[config.mk]
export PLATFORM = sky130hd
export DESIGN_NAME = spi_frame_master
export DESIGN_NICKNAME = d
export VERILOG_FILES = /design/src/rtl/spi_frame_master.sv
export SDC_FILE = /design/constraint.sdc
export NUM_CORES = 1
export LEC_CHECK = 0
export CORE_MARGIN = 5
export CORE_UTILIZATION = 50
export DETAILED_ROUTE_END_ITERATION = 8
export PLACE_DENSITY = 0.7
export SYNTH_ARGS = -nofsm -noshare
export SYNTH_HDL_FRONTEND = slang
export SYNTH_SLANG_ARGS = --single-unit
[constraint.sdc]
create_clock -name clk -period 5.6 [get_ports clk]
set_input_delay 1.12 -clock clk [delete_from_list [all_inputs] [get_ports clk]]
set_output_delay 1.12 -clock clk [all_outputs]
set_load 0.02 [all_outputs]
[src/rtl/spi_frame_master.sv]
module spi_frame_master #(
  parameter int W     = 32,
  parameter int DEPTH = 8,
  parameter int DIV_W = 16,
  parameter int DLY_W = 8
) (
  input  logic             clk,
  input  logic             rst_n,
  input  logic             cfg_we,
  input  logic [2:0]       cfg_addr,
  input  logic [DIV_W-1:0] cfg_wdata,
  input  logic             tx_push,
  input  logic [W-1:0]     tx_data,
  output logic             tx_full,
  input  logic             rx_pop,
  output logic [W-1:0]     rx_data,
  output logic             rx_empty,
  output logic             tx_alarm,
  output logic             rx_alarm,
  output logic             irq,
  output logic             sck,
  output logic             ss_n,
  output logic             mosi,
  input  logic             miso
);
  localparam int AW  = $clog2(DEPTH);
  localparam int BPW = W / 8;
  localparam int EW  = $clog2(2 * W);
  localparam logic [EW-1:0] LAST_EDGE = EW'(2 * W - 1);

  typedef enum logic [1:0] {S_IDLE, S_LEAD, S_XFER, S_GAP} st_t;

  logic             tx_en, rx_en, cpol, cpha, ie;
  logic [DIV_W-1:0] div_q;
  logic [DLY_W-1:0] lead_q, gap_q;
  logic [7:0]       tx_thr, rx_thr;

  st_t              st;
  logic [DIV_W-1:0] cnt;
  logic [EW-1:0]    edg;
  logic             ph, ss_q;
  logic [W-1:0]     txsh, rxsh;

  logic busy, lock;
  assign busy = (st != S_IDLE);
  assign lock = tx_en | busy;

  always_ff @(posedge clk or negedge rst_n) begin
    if (!rst_n) begin
      tx_en <= 1'b0; rx_en <= 1'b0; cpol <= 1'b0; cpha <= 1'b0; ie <= 1'b0;
      div_q <= DIV_W'(1); lead_q <= '0; gap_q <= '0;
      tx_thr <= '0; rx_thr <= '0;
    end else if (cfg_we) begin
      case (cfg_addr)
        3'd0: begin
          tx_en <= cfg_wdata[0];
          rx_en <= cfg_wdata[1];
          ie    <= cfg_wdata[4];
          if (!lock) begin
            cpol <= cfg_wdata[2];
            cpha <= cfg_wdata[3];
          end
        end
        3'd1: if (!lock) div_q  <= cfg_wdata;
        3'd2: if (!lock) lead_q <= cfg_wdata[DLY_W-1:0];
        3'd3: if (!lock) gap_q  <= cfg_wdata[DLY_W-1:0];
        3'd4: tx_thr <= cfg_wdata[7:0];
        3'd5: rx_thr <= cfg_wdata[7:0];
        default: ;
      endcase
    end
  end

  // transmit queue
  logic [W-1:0] tmem [DEPTH];
  logic [AW:0]  twp, trp, tcnt;
  logic         tx_empty, tx_pop;
  logic [W-1:0] tx_head;

  assign tcnt     = twp - trp;
  assign tx_full  = (tcnt == (AW+1)'(DEPTH));
  assign tx_empty = (tcnt == '0);
  assign tx_head  = tmem[trp[AW-1:0]];

  always_ff @(posedge clk)
    if (tx_push && !tx_full) tmem[twp[AW-1:0]] <= tx_data;

  always_ff @(posedge clk or negedge rst_n) begin
    if (!rst_n) begin
      twp <= '0; trp <= '0;
    end else begin
      if (tx_push && !tx_full) twp <= twp + 1'b1;
      if (tx_pop) trp <= trp + 1'b1;
    end
  end

  // receive queue
  logic [W-1:0] rmem [DEPTH];
  logic [AW:0]  rwp, rrp, rcnt;
  logic         rx_full, rx_push;
  logic [W-1:0] rx_word;

  assign rcnt     = rwp - rrp;
  assign rx_full  = (rcnt == (AW+1)'(DEPTH));
  assign rx_empty = (rcnt == '0);
  assign rx_data  = rmem[rrp[AW-1:0]];

  always_ff @(posedge clk)
    if (rx_push) rmem[rwp[AW-1:0]] <= rx_word;

  always_ff @(posedge clk or negedge rst_n) begin
    if (!rst_n) begin
      rwp <= '0; rrp <= '0;
    end else begin
      if (rx_push) rwp <= rwp + 1'b1;
      if (rx_pop && !rx_empty) rrp <= rrp + 1'b1;
    end
  end

  // frame engine
  logic [DIV_W-1:0] hp_m1;
  logic start_ok, tick, samp, shft, last;

  assign hp_m1    = (div_q == '0) ? '0 : div_q - 1'b1;
  assign start_ok = tx_en & ~tx_empty;
  assign tick     = (st == S_XFER) && (cnt == '0);
  assign samp     = tick && (edg[0] == cpha);
  assign shft     = tick && (edg[0] != cpha) && (edg != '0);
  assign last     = tick && (edg == LAST_EDGE);
  assign rx_word  = samp ? {rxsh[W-2:0], miso} : rxsh;
  assign rx_push  = last && rx_en && !rx_full;
  assign tx_pop   = start_ok && ((st == S_IDLE) || (st == S_GAP && cnt == '0));

  always_ff @(posedge clk or negedge rst_n) begin
    if (!rst_n) begin
      st <= S_IDLE; cnt <= '0; edg <= '0; ph <= 1'b0; ss_q <= 1'b1;
      txsh <= '0; rxsh <= '0;
    end else begin
      case (st)
        S_IDLE: if (start_ok) begin
          txsh <= tx_head;
          ss_q <= 1'b0;
          cnt  <= DIV_W'(lead_q);
          st   <= S_LEAD;
        end
        S_LEAD: if (cnt == '0) begin
          st  <= S_XFER;
          cnt <= hp_m1;
          edg <= '0;
        end else cnt <= cnt - 1'b1;
        S_XFER: if (cnt != '0) cnt <= cnt - 1'b1;
        else begin
          ph  <= ~ph;
          edg <= edg + 1'b1;
          cnt <= hp_m1;
          if (samp) rxsh <= {rxsh[W-2:0], miso};
          if (shft) txsh <= {txsh[W-2:0], 1'b0};
          if (last) begin
            st  <= S_GAP;
            cnt <= DIV_W'(gap_q);
          end
        end
        S_GAP: if (cnt == '0) begin
          if (start_ok) begin
            txsh <= tx_head;
            st   <= S_XFER;
            cnt  <= hp_m1;
            edg  <= '0;
          end else begin
            ss_q <= 1'b1;
            st   <= S_IDLE;
          end
        end else cnt <= cnt - 1'b1;
        default: st <= S_IDLE;
      endcase
    end
  end

  assign sck  = cpol ^ ph;
  assign ss_n = ss_q;
  assign mosi = txsh[W-1];

  logic [15:0] tx_bytes, rx_free_bytes;
  assign tx_bytes      = 16'(tcnt) * 16'(BPW);
  assign rx_free_bytes = 16'((AW+1)'(DEPTH) - rcnt) * 16'(BPW);
  assign tx_alarm      = (tx_bytes >= {8'd0, tx_thr});
  assign rx_alarm      = (rx_free_bytes >= {8'd0, rx_thr});
  assign irq           = ie & ~tx_full;
endmodule

==> reports/metrics.cfg <==
[power]
p_seq_share_pct = 45.3
p_int_mw = 10.09
pwr-share-comb_pct = 23.0
clkPwrFrac_pct = 31.7
fin_total_pwr_mw = 14.30
power_switching_mw = 4.211
p_leak_nw = 11.15
p_sw_share_pct = 29.45
ir_drop_uv = 290.2
power.density_mw_per_mm2 = 446.6

[worst_setup_path]
critical-path-top-cell-by-count = ha_1
critPathSlowestCell = dfrtp_4
worstSetupPathType = flop to output port
worstPathCellList = ha_1 -> inv_1 -> fa_1 -> inv_1 -> ha_1 -> xor2_1 -> ha_1 -> o21ai_0 -> nand2b_1 -> a21oi_1 -> o32ai_1 -> clkdlybuf4s50_1
worstPathRequired_ns = 4.48
rr_endpoint = txsh[3]
cp-end-kind = output port
cp_max_fo = 23
reg2regPathDepth = 9
cp-start-kind = flop
reg2reg_from = trp[0]
r2r_setup_slack_ns = 1.61
cp.arrival_ns = 3.88
cpPeakStageDelay_ns = 0.70
crit_family = adder cells
crit_buf_inv = 3

[die]
rows = 86
start_util_pct = 50.53
die_area_mm2 = 0.06050
ioPinCount = 97
core-area_mm2 = 0.05509
fp.dieH_um = 246.0
die_w_um = 246.0

[detailed_routing]
wire_per_inst_um = 21.28
vias = 14990
drtIter0Drc = 1304
dr.pass1.iters = 5
via_per_inst = 5.706
drt-total-wl_um = 55890
postRouteAntennaNets = 0
drc = 0

[run]
maxCapViolations = 0

[timing]
fin_crit_sh_pct = 89.26
maxSlewViolCount = 0
setup_viol = 0
skew_ns = 0.01997
worst_slew_pin_slew_ns = 1.125
rsz0062_at_grt = false
period_needed_ns = 4.998
max_slew_margin_pct = 24.82
fmax_mhz = 200.1
finalHoldViolations = 0
fin_ws_ns = 0.6016

[logic_synthesis]
yosys-top-cells-count = edfxtp_1, nand2_1, dfrtp_1
async_flop_share_pct = 23.70
synth-seq-cells = 671
synth-edff-count = 512
synth_most_common_cell = edfxtp_1
yosys_warnings = 0
syn_inst = 1701
yosysSeqAreaShare_pct = 69.53
syn_nets = 1789
yosys.area.top_type_share_pct = 55.23
synth.area.top_cells = edfxtp_1, dfrtp_1, mux4_2, mux2_2, nand2_1
avgSynthCellArea_um2 = 16.37
ys_types = 67
yosysTopAreaCell = edfxtp_1
synth_area_mm2 = 0.02784
synth_flop_cell = edfxtp_1

[cts]
cts-root-buf = clkbuf_16
cts.sinks = 671
cts_tree = yes
cts_setup_buffers = 0
htree_levels = 3
cts_resized = 0
cts-hold-fix-buffers = 0
worstSkewPairLatency_ns = 0.61
cts_buffers = 69
clock_path_buffers = 3
clk_pin_slew_worst_paths_ns = 0.05

[grt]
grt_pass1_wl_um = 88920
antenna_found_initial = 4
grt_pass1_vias = 15490
grt-ovfl-total = 0
track_usage_pct = 18.88
grt_max_degree = 95

[placement]
place_ws_ns = 1.145
dpl_cell_area_mm2 = 0.02975
gp_congestion = 0.8839
port_buffers = 96
dp_hpwl_um = 31250

[worst_hold_path]
min_from = txsh[2]
worstHoldEndpoint = txsh[2]
holdCritPathClass = flop to flop
hold_depth = 2

[finish]
seqCellArea_mm2 = 0.01937
area_growth_pct = 15.02
layout-drive-gt1-share_pct = 22.32
num-fill-cells = 4180
fin_nets = 1908
multiInputGateArea_mm2 = 0.008144
final_area_mm2 = 0.03202

[status]
status = completed

## worst max-delay path by stage
stage | from | endpoint | slack, ns | cells after the start
2_1_floorplan | trp[1] | tmem[0][0] | -0.10 | 8
3_3_place_gp | rrp[0] | rx_alarm | 1.16 | 12
3_5_place_dp | rrp[0] | rx_alarm | 1.15 | 12
4_1_cts | rrp[0] | rx_alarm | 0.49 | 12
5_1_grt | rrp[0] | rx_alarm | 0.27 | 12
6_report | rrp[0] | rx_alarm | 0.60 | 12
## layer usage
layer  track usage (%)  up-vias  wire [um]
met5                 0        -         29
met4             5.924        4       1497
met3             4.000      108       2994
met2             31.31      345      27590
met1             25.42     7713      23780
li1                  -     6819          -
## power by group through the flow
stage	combinational [mW]	sequential [mW]	clock [mW]
finish	3.29	6.47	4.54
CTS	3.32	6.47	4.65
floorplan	2.53	6.40	0
detailed placement	3.30	6.57	0
global route	3.69	6.55	4.87
global placement	3.25	6.54	0
## worst register-to-register path, delay by kind of cell (launching register included)
| kind | cells | cell delay (ns) |
|---|---|---|
| compound gates | 3 | 1.24 |
| xor+xnor | 1 | 0.18 |
| fa+ha+maj | 2 | 0.68 |
| buf+inv | 2 | 0.50 |
| flops | 1 | 0.87 |
| simple gates | 1 | 0.40 |
## registers in the layout, indices dropped and copies added (netlist names), 2 cells and up
| signal | flops |
|---|---|
| cnt | 16 |
| div_q | 16 |
| edg | 6 |
| gap_q | 8 |
| lead_q | 8 |
| rmem | 256 |
| rrp | 4 |
| rwp | 4 |
| rx_thr | 8 |
| rxsh | 32 |
| st | 2 |
| tmem | 256 |
| trp | 4 |
| twp | 4 |
| tx_thr | 8 |
| txsh | 32 |
## area by class of cell
cell class | count | area share, %
Antenna cell | 2 | 0.01563
Clock buffer | 98 | 6.014
Clock inverter | 30 | 1.063
Inverter | 33 | 0.3868
Multi-Input combinational cell | 920 | 25.43
Sequential cell | 671 | 60.48
Tap cell | 748 | 2.923
Timing Repair Buffer | 125 | 3.685
## through the flow
step	setup TNS [ns]	hold slack [ns]	std cells	util (%)
2_1_floorplan	-6.570	0.4488	1701	-
3_3_place_gp	0	0.4637	2497	54.00
3_5_place_dp	0	0.4715	2497	54.00
4_1_cts	0	0.4844	2625	58.11
5_1_grt	0	0.5052	2625	58.11
6_report	0	0.4810	2627	58.12
## cells by family after synthesis
group / after synthesis / synth area share [%]
xor gates and xnor gates: 34 / 1.070
muxes: 251 / 15.31
buffers and inverters: 110 / 1.591
AOI/OAI and AO/OA: 223 / 4.719
DFF: 671 / 69.53
and+or+nand+nor: 381 / 6.337
adders and majority gates: 31 / 1.447
## placed cells by master (no fill, tap or decap), types with 17 or more instances in the layout
| master | instances |
|---|---|
| edfxtp_1 | 512 |
| nand2_1 | 234 |
| dfrtp_1 | 153 |
| mux4_2 | 128 |
| mux2_2 | 118 |
| a21oi_1 | 95 |
| clkdlybuf4s50_1 | 95 |
| clkbuf_16 | 69 |
| o21ai_0 | 58 |
| nor2_1 | 37 |
| inv_1 | 33 |
| buf_4 | 29 |
| ha_1 | 28 |
| clkbuf_1 | 20 |
| xnor2_1 | 17 |
| xor2_1 | 17 |
Power figures use the tool's default switching activity.
